## config.mk

```make
export PLATFORM = sky130hd
export DESIGN_NAME = vid_tap_framer
export DESIGN_NICKNAME = d
export VERILOG_FILES = /design/src/rtl/vtf_pkg.sv /design/src/rtl/vtf_aoi_clamp.sv /design/src/rtl/vtf_tap_trim.sv /design/src/rtl/vid_tap_framer.sv
export SDC_FILE = /design/constraint.sdc
export NUM_CORES = 1
export LEC_CHECK = 0
export ABC_CLOCK_PERIOD_IN_PS = 6540
export BUFFER_PORTS_ARGS = -buffer_cell sky130_fd_sc_hd__buf_2
export CORE_MARGIN = 2
export CORE_UTILIZATION = 35
export DETAILED_ROUTE_END_ITERATION = 12
export SKIP_CTS_REPAIR_TIMING = 1
export SYNTH_ARGS = -nofsm -noshare
export SYNTH_HDL_FRONTEND = slang
export SYNTH_SLANG_ARGS = --single-unit
```

## constraint.sdc

```tcl
create_clock -name clk -period 6.54 [get_ports clk]
set_input_delay 0.981 -clock clk [delete_from_list [all_inputs] [get_ports clk]]
set_output_delay 0.981 -clock clk [all_outputs]
set_load 0.03 [all_outputs]
```

## src/rtl/vtf_pkg.sv

```systemverilog
package vtf_pkg;

    typedef enum logic [1:0] {
        ST_IDLE = 2'd0,
        ST_LEAD = 2'd1,
        ST_LINE = 2'd2,
        ST_HBL  = 2'd3
    } vtf_state_e;

    typedef enum logic [1:0] {
        SH_HIGH = 2'd0,
        SH_MID  = 2'd1,
        SH_LOW  = 2'd2,
        SH_RSVD = 2'd3
    } vtf_shift_e;

endpackage

```

## src/rtl/vtf_aoi_clamp.sv

```systemverilog
module vtf_aoi_clamp #(
    parameter int MAX_COLS = 1280,
    parameter int MAX_ROWS = 1024,
    parameter int COL_STEP = 10,
    parameter int COL_W    = 11,
    parameter int ROW_W    = 11,
    parameter int HBL_W    = 8
) (
    input  logic [COL_W-1:0] col_i,
    input  logic [COL_W-1:0] width_i,
    input  logic [ROW_W-1:0] height_i,
    input  logic [HBL_W-1:0] hbl_i,
    output logic [COL_W-1:0] scol_o,
    output logic [COL_W-1:0] pairs_o,
    output logic [ROW_W-1:0] lines_o,
    output logic [HBL_W-1:0] hbl_o
);
    localparam int XW = COL_W + 1;
    localparam logic [XW-1:0]    STEP_X = XW'(COL_STEP);
    localparam logic [XW-1:0]    MAX_X  = XW'(MAX_COLS);
    localparam logic [XW-1:0]    LAST_S = XW'(MAX_COLS - COL_STEP + 1);
    localparam logic [XW-1:0]    ONE_X  = XW'(1);
    localparam logic [ROW_W-1:0] MAX_R  = ROW_W'(MAX_ROWS);

    logic [XW-1:0] s_in, s_al, w_al, room, w_fit;

    always_comb begin
        s_in = (col_i == '0) ? ONE_X : {1'b0, col_i};
        s_al = ((s_in - ONE_X) / STEP_X) * STEP_X + ONE_X;
        if (s_al > LAST_S) s_al = LAST_S;

        w_al = ({1'b0, width_i} / STEP_X) * STEP_X;
        if (w_al == '0)  w_al = STEP_X;
        if (w_al > MAX_X) w_al = MAX_X;

        room  = MAX_X + ONE_X - s_al;
        w_fit = (w_al > room) ? room : w_al;

        scol_o  = s_al[COL_W-1:0];
        pairs_o = w_fit[XW-1:1];

        if (height_i == '0)       lines_o = ROW_W'(1);
        else if (height_i > MAX_R) lines_o = MAX_R;
        else                       lines_o = height_i;

        hbl_o = (hbl_i == '0) ? HBL_W'(1) : hbl_i;
    end

endmodule

```

## src/rtl/vtf_tap_trim.sv

```systemverilog
module vtf_tap_trim
    import vtf_pkg::*;
#(
    parameter int IN_W  = 10,
    parameter int OUT_W = 8
) (
    input  logic [IN_W-1:0]  sample_i,
    input  logic [1:0]       sel_i,
    output logic [OUT_W-1:0] trim_o
);
    always_comb begin
        case (vtf_shift_e'(sel_i))
            SH_MID:  trim_o = sample_i[IN_W-2 -: OUT_W];
            SH_LOW:  trim_o = sample_i[OUT_W-1:0];
            default: trim_o = sample_i[IN_W-1 -: OUT_W];
        endcase
    end

endmodule

```

## src/rtl/vid_tap_framer.sv

```systemverilog
module vid_tap_framer
    import vtf_pkg::*;
#(
    parameter int MAX_COLS  = 1280,
    parameter int MAX_ROWS  = 1024,
    parameter int COL_STEP  = 10,
    parameter int LEAD_CLKS = 5,
    parameter int IN_W      = 10,
    parameter int OUT_W     = 8,
    parameter int HBL_W     = 8,
    parameter int COL_W     = $clog2(MAX_COLS + 1),
    parameter int ROW_W     = $clog2(MAX_ROWS + 1)
) (
    input  logic             clk,
    input  logic             rst_n,
    input  logic             start_i,
    input  logic [COL_W-1:0] aoi_col_i,
    input  logic [COL_W-1:0] aoi_width_i,
    input  logic [ROW_W-1:0] aoi_height_i,
    input  logic [HBL_W-1:0] hblank_i,
    input  logic [1:0]       shift_i,
    output logic             rd_en_o,
    output logic [COL_W-1:0] rd_col_o,
    output logic [ROW_W-1:0] rd_row_o,
    input  logic [IN_W-1:0]  px0_i,
    input  logic [IN_W-1:0]  px1_i,
    output logic             fval_o,
    output logic             lval_o,
    output logic [OUT_W-1:0] d0_o,
    output logic [OUT_W-1:0] d1_o
);
    localparam int TAPS  = 2;
    localparam int CNT_W = HBL_W;
    localparam logic [CNT_W-1:0] LEAD_CNT = CNT_W'(LEAD_CLKS - 2);
    localparam logic [CNT_W-1:0] ONE_N    = CNT_W'(1);
    localparam logic [COL_W-1:0] ONE_C    = COL_W'(1);
    localparam logic [COL_W-1:0] TWO_C    = COL_W'(2);
    localparam logic [ROW_W-1:0] ONE_R    = ROW_W'(1);
    localparam logic [COL_W-1:0] MAX_C    = COL_W'(MAX_COLS);
    localparam logic [ROW_W-1:0] MAX_R    = ROW_W'(MAX_ROWS);

    typedef struct packed {
        vtf_state_e       st;
        logic [CNT_W-1:0] cnt;
        logic [COL_W-1:0] scol;
        logic [COL_W-1:0] pairs;
        logic [COL_W-1:0] pc;
        logic [COL_W-1:0] col;
        logic [ROW_W-1:0] lines;
        logic [ROW_W-1:0] row;
        logic [HBL_W-1:0] hbl;
        logic [1:0]       shift;
        logic             fval;
        logic             lval;
        logic [OUT_W-1:0] d0;
        logic [OUT_W-1:0] d1;
    } fr_t;

    fr_t fr_d, fr_q;

    logic [COL_W-1:0] cl_scol, cl_pairs;
    logic [ROW_W-1:0] cl_lines;
    logic [HBL_W-1:0] cl_hbl;

    vtf_aoi_clamp #(
        .MAX_COLS(MAX_COLS), .MAX_ROWS(MAX_ROWS), .COL_STEP(COL_STEP),
        .COL_W(COL_W), .ROW_W(ROW_W), .HBL_W(HBL_W)
    ) u_clamp (
        .col_i   (aoi_col_i),
        .width_i (aoi_width_i),
        .height_i(aoi_height_i),
        .hbl_i   (hblank_i),
        .scol_o  (cl_scol),
        .pairs_o (cl_pairs),
        .lines_o (cl_lines),
        .hbl_o   (cl_hbl)
    );

    logic [IN_W-1:0]  px_a  [TAPS];
    logic [OUT_W-1:0] tap_a [TAPS];

    assign px_a[0] = px0_i;
    assign px_a[1] = px1_i;

    for (genvar t = 0; t < TAPS; t++) begin : g_tap
        vtf_tap_trim #(.IN_W(IN_W), .OUT_W(OUT_W)) u_trim (
            .sample_i(px_a[t]),
            .sel_i   (fr_q.shift),
            .trim_o  (tap_a[t])
        );
    end

    logic go;
    assign go = start_i && !fr_q.fval;

    always_comb begin
        fr_d      = fr_q;
        fr_d.lval = 1'b0;
        fr_d.d0   = '0;
        fr_d.d1   = '0;
        fr_d.fval = (fr_q.st != ST_IDLE) || go;

        case (fr_q.st)
            ST_IDLE: begin
                if (go) begin
                    fr_d.st    = ST_LEAD;
                    fr_d.cnt   = LEAD_CNT;
                    fr_d.scol  = cl_scol;
                    fr_d.col   = cl_scol;
                    fr_d.pairs = cl_pairs;
                    fr_d.lines = cl_lines;
                    fr_d.hbl   = cl_hbl;
                    fr_d.shift = shift_i;
                    fr_d.pc    = '0;
                    fr_d.row   = '0;
                end
            end
            ST_LEAD: begin
                if (fr_q.cnt == '0) fr_d.st  = ST_LINE;
                else                fr_d.cnt = fr_q.cnt - ONE_N;
            end
            ST_LINE: begin
                fr_d.lval = 1'b1;
                fr_d.d0   = tap_a[0];
                fr_d.d1   = tap_a[1];
                if (fr_q.pc == fr_q.pairs - ONE_C) begin
                    fr_d.pc  = '0;
                    fr_d.col = fr_q.scol;
                    if (fr_q.row == fr_q.lines - ONE_R) begin
                        fr_d.st = ST_IDLE;
                    end else begin
                        fr_d.st  = ST_HBL;
                        fr_d.cnt = fr_q.hbl - ONE_N;
                    end
                end else begin
                    fr_d.pc  = fr_q.pc + ONE_C;
                    fr_d.col = fr_q.col + TWO_C;
                end
            end
            ST_HBL: begin
                if (fr_q.cnt == '0) begin
                    fr_d.st  = ST_LINE;
                    fr_d.row = fr_q.row + ONE_R;
                end else begin
                    fr_d.cnt = fr_q.cnt - ONE_N;
                end
            end
            default: fr_d.st = ST_IDLE;
        endcase
    end

    always_ff @(posedge clk or negedge rst_n) begin
        if (!rst_n) fr_q <= '0;
        else        fr_q <= fr_d;
    end

    assign rd_en_o  = (fr_q.st == ST_LINE);
    assign rd_col_o = fr_q.col;
    assign rd_row_o = fr_q.row;
    assign fval_o   = fr_q.fval;
    assign lval_o   = fr_q.lval;
    assign d0_o     = fr_q.d0;
    assign d1_o     = fr_q.d1;

    a_r2_fval_on_start: assert property (@(posedge clk) disable iff (!rst_n)
        (start_i && !fval_o) |=> fval_o);

    a_r3_fetch_to_beat: assert property (@(posedge clk) disable iff (!rst_n)
        rd_en_o |=> lval_o);

    a_r3_col_pair_step: assert property (@(posedge clk) disable iff (!rst_n)
        (rd_en_o && $past(rd_en_o)) |-> (rd_col_o == $past(rd_col_o) + TWO_C));

    a_r6_col_in_array: assert property (@(posedge clk) disable iff (!rst_n)
        rd_en_o |-> (rd_col_o < MAX_C));

    a_r7_row_in_array: assert property (@(posedge clk) disable iff (!rst_n)
        rd_en_o |-> (rd_row_o < MAX_R));

    a_r9_lval_inside_fval: assert property (@(posedge clk) disable iff (!rst_n)
        lval_o |-> fval_o);

    a_r9_fval_falls_with_lval: assert property (@(posedge clk) disable iff (!rst_n)
        $fell(fval_o) |-> $fell(lval_o));

    a_r11_taps_zero_off_line: assert property (@(posedge clk) disable iff (!rst_n)
        !lval_o |-> (d0_o == '0 && d1_o == '0));

endmodule

```

# After elaboration in Yosys (flattened, before gate mapping)
# Index checks and enable logic that the tools add are counted.
# W data, S select, Z words.
dict set report word_totals {
  regBits 104
  latch_bits 0
  ramBits 0
  rom_bits 0
  input_bits 66
  output_inout_bits 41
  word_cells 85
  mem_count 0
}
dict set report op_classes {
  n_addsub 10
  multipliers 2
  n_div 2
  magnitude_cmp 4
  eq_ne 13
  shift 0
  n_mux 22
  n_bitwise 0
  n_reduce_logical 18
}
# operator n
set ops {}
lappend ops {{$mux W86} 1}
lappend ops {{$mux W12} 4}
lappend ops {{$mux W11} 4}
lappend ops {{$pmux W22 S2} 1}
lappend ops {{$pmux W8 S2} 2}
lappend ops {{$pmux W10 S3} 1}
lappend ops {{$gt A12 B11 Y1 const B} 2}
lappend ops {{$mul A12 B3 Y11 const B} 2}
lappend ops {{$mux W8} 3}
lappend ops {{$add A11 B1 Y11 const B} 2}
lappend ops {{$eq A11 B11 Y1} 2}
lappend ops {{$logic_not A11 Y1} 2}
lappend ops {{$mux W22} 1}
lappend ops {{$pmux W11 S2} 1}
lappend ops {{$sub A11 B1 Y11 const B} 2}
lappend ops {{$mux W17} 1}
lappend ops {{$logic_not A8 Y1} 2}
lappend ops {{$sub A8 B1 Y8 const B} 2}
lappend ops {{$add A12 B1 Y12 const B} 1}
lappend ops {{$div A11 B4 Y12 const B} 1}
lappend ops {{$div A12 B4 Y12 const B} 1}
lappend ops {{$gt A12 B12 Y1} 1}
lappend ops {{$logic_not A12 Y1} 1}
lappend ops {{$sub A11 B12 Y12 const A} 1}
lappend ops {{other kinds (18)} 30}

# Longest topological paths before layout
dict set report depth {
  word_depth 13
  ltp_mapped 52
  mapped_depth_nobuf 47
}

# Modules after synthesis
# Synthesis repeated with hierarchy kept, for this count alone.
dict set report hier_totals {
  cells_unflattened 1290
  area_unflattened_um2 9992.1
}
# module instances cells_each area_per_inst_um2 seq_area_each_um2
set by_module_without_submodules {}
lappend by_module_without_submodules {vid_tap_framer 1 669 5856.9 2602.5}
lappend by_module_without_submodules {vtf_aoi_clamp 1 559 3767.4 0.0}
lappend by_module_without_submodules {vtf_tap_trim 2 31 183.9 0.0}

# Least setup slack after synthesis
# Ideal clock, no wire load.
dict set report synth_path {
  path_type {input to register}
  start {in aoi_col_i[1]}
  end {reg fr_q[74] (netlist bit)}
  setup_time_ns 0.082
  arrival_time_ns 9.467
  required_time_ns 6.458
  path_slack_ns -3.009
  stages 45
  path_buffers 4
  path_cell_list {nor4_2 nand2_1 o21bai_1 inv_1 ha_1 or3b_1 clkbuf_1 nor2_1 nor3_1 a22o_1 o2111a_1 buf_6 inv_6 o22ai_1 a221o_1 inv_2 maj3_1 o211ai_1 [9 not listed] buf_4 o21a_1 ha_1 inv_1 ha_1 nor2b_1 o21a_1 o21a_1 o21a_1 o21ai_0 nand2b_1 a21oi_1 o21ai_0 a21oi_1 nor2_1 clkbuf_1 a211o_1 a22oi_2}
}
dict set report synth_via {
  elab_chain_len 11
}
# element line_no
set synth_rtl {}
lappend synth_rtl {{start, declared} vid_tap_framer.sv:17} ;# input logic [COL_W-1:0] aoi_col_i,
lappend synth_rtl {{$logic_not A11 Y1} vtf_aoi_clamp.sv:28} ;# s_in = (col_i == '0) ? ONE_X : {1'b0, col_i};
lappend synth_rtl {{$mux W11 *} vtf_aoi_clamp.sv:28}
lappend synth_rtl {{$sub A12 B1 Y12 *} vtf_aoi_clamp.sv:29} ;# s_al = ((s_in - ONE_X) / STEP_X) * STEP_X + ONE_X;
lappend synth_rtl {{$div A12 B4 Y12 *} vtf_aoi_clamp.sv:29}
lappend synth_rtl {{$mul A12 B3 Y11 *} vtf_aoi_clamp.sv:29}
lappend synth_rtl {{$add A12 B1 Y12 *} vtf_aoi_clamp.sv:29}
lappend synth_rtl {{$gt A12 B11 Y1} vtf_aoi_clamp.sv:30} ;# if (s_al > LAST_S) s_al = LAST_S;
lappend synth_rtl {{$mux W12 *} vtf_aoi_clamp.sv:30}
lappend synth_rtl {{$sub A11 B12 Y12 *} vtf_aoi_clamp.sv:36} ;# room = MAX_X + ONE_X - s_al;
lappend synth_rtl {{$gt A12 B12 Y1} vtf_aoi_clamp.sv:37} ;# w_fit = (w_al > room) ? room : w_al;
lappend synth_rtl {{$mux W12 *} vtf_aoi_clamp.sv:37}
lappend synth_rtl {{end signal, assigned} vid_tap_framer.sv:154} ;# else fr_q <= fr_d;
lappend synth_rtl {{end, declared} vid_tap_framer.sv:59} ;# fr_t fr_d, fr_q;
# Mark *: on every way between the ends. The rest lies on a longest branch, timed or not.
# A chain may end at the register's enable or synchronous reset.

# Worst setup path after layout
dict set report layout_path {
  start {in aoi_col_i[8]}
  end {reg fr_q[72] (netlist bit)}
}
# Same word-level chain as after synthesis.

==> metrics.md <==
| Metric | Value |
|---|---|
| Core area | `26,100 sq um` |
| Vias | `~9,000` |
| CP Class | `in2reg` |
| Placer Congestion | `0.887` |
| CTS tree | `done` |
| Number of buffers created by CTS | `9` |
| Total power | `2850 uW` |
| 1st-pass router iterations | `5` |
| Area growth, synth to finish | `30.2%` |
| CP max stage delay | `0.55 ns` |
| MaxCap Viol Count | `0` |
| # setup viols final | `23` |
| Top-level I/O count | `between 100 and 150` |
| Sink Count | `about 100` |
| Die Ht | `approximately 170 microns` |
| FMAX | `0.117 GHz` |
| Number of enable flip-flop cells after synthesis | `0` |
| Clock Tree Root | `clkbuf_16` |
| Post-detail-place hpwl | `18.6 mm` |
| Initial core utilization | `0.356` |
| Most used cell, CP | `inv_2` |
| WL final | `24.5 mm` |
| Most common cell after layout, fill and taps aside | `buf_4` |
| Die W | `167 microns` |
| Violated checks | `setup timing` |
| Post-synthesis register bit count | `around 100` |
| Clk_lat worst skew | `0.35 ns` |
| First-pass GRT wire length | `about 42 mm` |
| Clk buf depth | `2` |
| Initial antenna violation count | `0` |
| Yosys warns | `0` |
| CTS HTree Levels | `3` |
| Global route overflow | `0` |
| Share of layout cells above drive strength 1 | `0.306` |
| Netlist cell types | `89` |
| Final #Nets | `~1,500` |
| Leak Pwr | `about 0.0055 uW` |
| CP arrival | `approximately 8.8 ns` |
| Crit path max fanout | `8` |
| Port Buf Inserts | `105` |
| Drt initial violations | `601` |
| Slew Viols, Final | `0` |
| VDD IR max | `0.171 mV` |
| Gate Count Post-Synth | `1,179` |
| DR vias/cell | `around 5.3` |
| Mapped Area | `9280 sq um` |
| Post-Place Cell Area | `11,400 sq um` |
| Hold Vio Cnt, Final | `0` |
| Startpoint types | `input pin` |
| Most frequent cells in the layout | `buf_4, nand2_1, nor2_1` |
| Syn avg cell area | `roughly 7.9 sq um` |
| Placement row count | `59` |
| Vias in the first global route | `8,770` |
| Slew margin rel. | `0.426` |
| Most common flop cell mapped by yosys | `dfrtp_1` |
| Status | `finished with violations` |
| DRT antenna net count | `0` |
| Ant diodes | `0` |
| Layout Skew | `roughly 0.016 ns` |
| All-Layer GR Usage | `0.173` |
| Worst-path clk slew | `~0.08 ns` |
| Tmin final | `between 8 and 9 ns` |
| Slowest cell on the critical path | `or4_4` |
| CP endpoint kind | `flip-flop` |
| Worst path required time | `6.81 ns` |
| Cell Pwr Density | `between 200 and 250 nW/um^2` |
| Largest net degree at the start of global routing | `56` |
| Wirelength per Cell | `approximately 14 microns` |
| DRC | `0` |
| Fin area | `between 10,000 and 15,000 sq um` |
| Final period util | `1.30` |
| Share of synthesized registers carrying an async set or reset | `1.00` |
| DIE AREA | `27,800 sq um` |
| Setup WS post-layout | `-1.98 ns` |
| RSZ-0062 raised after global routing | `yes` |
| Hold WC Path Type | `reg2reg` |
| Slew @ Worst Pin | `0.861 ns` |
| Share of the yosys chip area belonging to registers | `0.281` |
## final timing paths
kind	depth (start not counted)	slack, ns	startpoint	endpoint
worst max-delay path	46	-1.98	aoi_col_i[8]	fr_q[72]
worst min-delay path	1	0.47	fr_q[92]	fr_q[92]
worst max register to register	15	2.73	fr_q[72]	fr_q[97]
worst min register to register	1	0.47	fr_q[92]	fr_q[92]
max in group asynchronous	2	4.73	rst_n	fr_q[41]
min in group asynchronous	1	0.68	rst_n	fr_q[96]
## power breakdown
group          total [uW]  internal (uW)  leakage, uW  switching (uW)
clock                 566            305     0.000146             260
sequential            716            676      0.00128            40.0
combinational        1560            807      0.00406             758
total                2850           1790      0.00548            1060
## per-stage QoR
stage / setup TNS (ns) / hold slack, ns / cells / utilization / setup WS, ns
CTS: -20.36 / 0.477 / 1744 / 0.449 / -1.97
global placement: -27.11 / 0.454 / 1728 / 0.437 / -2.14
detailed placement: -31.46 / 0.460 / 1728 / 0.437 / -2.36
floorplan: -22.76 / 0.437 / 1180 / - / -2.09
global route: -29.89 / 0.490 / 1762 / 0.463 / -2.35
finish: -20.89 / 0.474 / 1762 / 0.463 / -1.98
## kinds of logic after synthesis
group	synth area share
muxes	0.0186
and+or+nand+nor	0.244
DFF	0.281
other	0.000810
buffers and inverters	0.0740
adders and majority gates	0.0736
xor gates and xnor gates	0.0708
AOI/OAI and AO/OA	0.237
## registers in the layout, summed over array words and instances (netlist names)
signal	flops
fr_q	64
rd_col_o	11
rd_row_o	11
d0_o	8
d1_o	8
fval_o	1
lval_o	1
## cell type report
class / instances / area, sq um
clock buffers: 9 / 225
clock inverters: 7 / 85.1
fillers: 2568 / 14000
inverters: 40 / 158
multi-input cells: 941 / 6360
flip-flops and latches: 104 / 2600
well taps: 335 / 419
repair buffers: 326 / 2220
## synthesized netlist by cell type, drive strengths merged, types with 8 or more instances
cell type,instances,area share
nor2,126,0.052
nand2,125,0.051
dfrtp,104,0.28
o21ai,89,0.049
a21oi,66,0.036
buf,58,0.042
ha,49,0.066
xnor2,47,0.044
nand3,44,0.024
inv,40,0.017
clkbuf,37,0.015
nor3,37,0.020
xor2,28,0.026
a22oi,21,0.018
and3,19,0.013
nor4,18,0.013
mux2i,15,0.016
o211ai,15,0.013
o21a,14,0.011
a31oi,13,0.0088
and2,13,0.0088
nand3b,13,0.011
nand2b,12,0.0081
nand4,12,0.0081
or3,11,0.0074
a211oi,10,0.0081
a21o,10,0.0081
nor2b,10,0.0067
a22o,8,0.0076
o2111ai,8,0.0076
o31ai,8,0.0065
## worst max-delay path: cells and delay by family
kind                     cells  cell delay (ns)
AO/OA/AOI/OAI               17             3.13
XOR/XNOR                     1             0.16
adder cells (fa/ha/maj)      6             1.09
buffers and inverters        9             0.77
AND/OR/NAND/NOR             13             2.65
## per-layer routing
layer  vias to the layer above  track usage  part of all wire
met2                       173        0.296              0.48
met4                         0       0.0311            0.0080
met1                      4344        0.241              0.48
met3                        18       0.0126             0.030
li1                       4725            -                 -
met5                         -            0                 0
No activity file was read; power rests on OpenSTA's default activity.
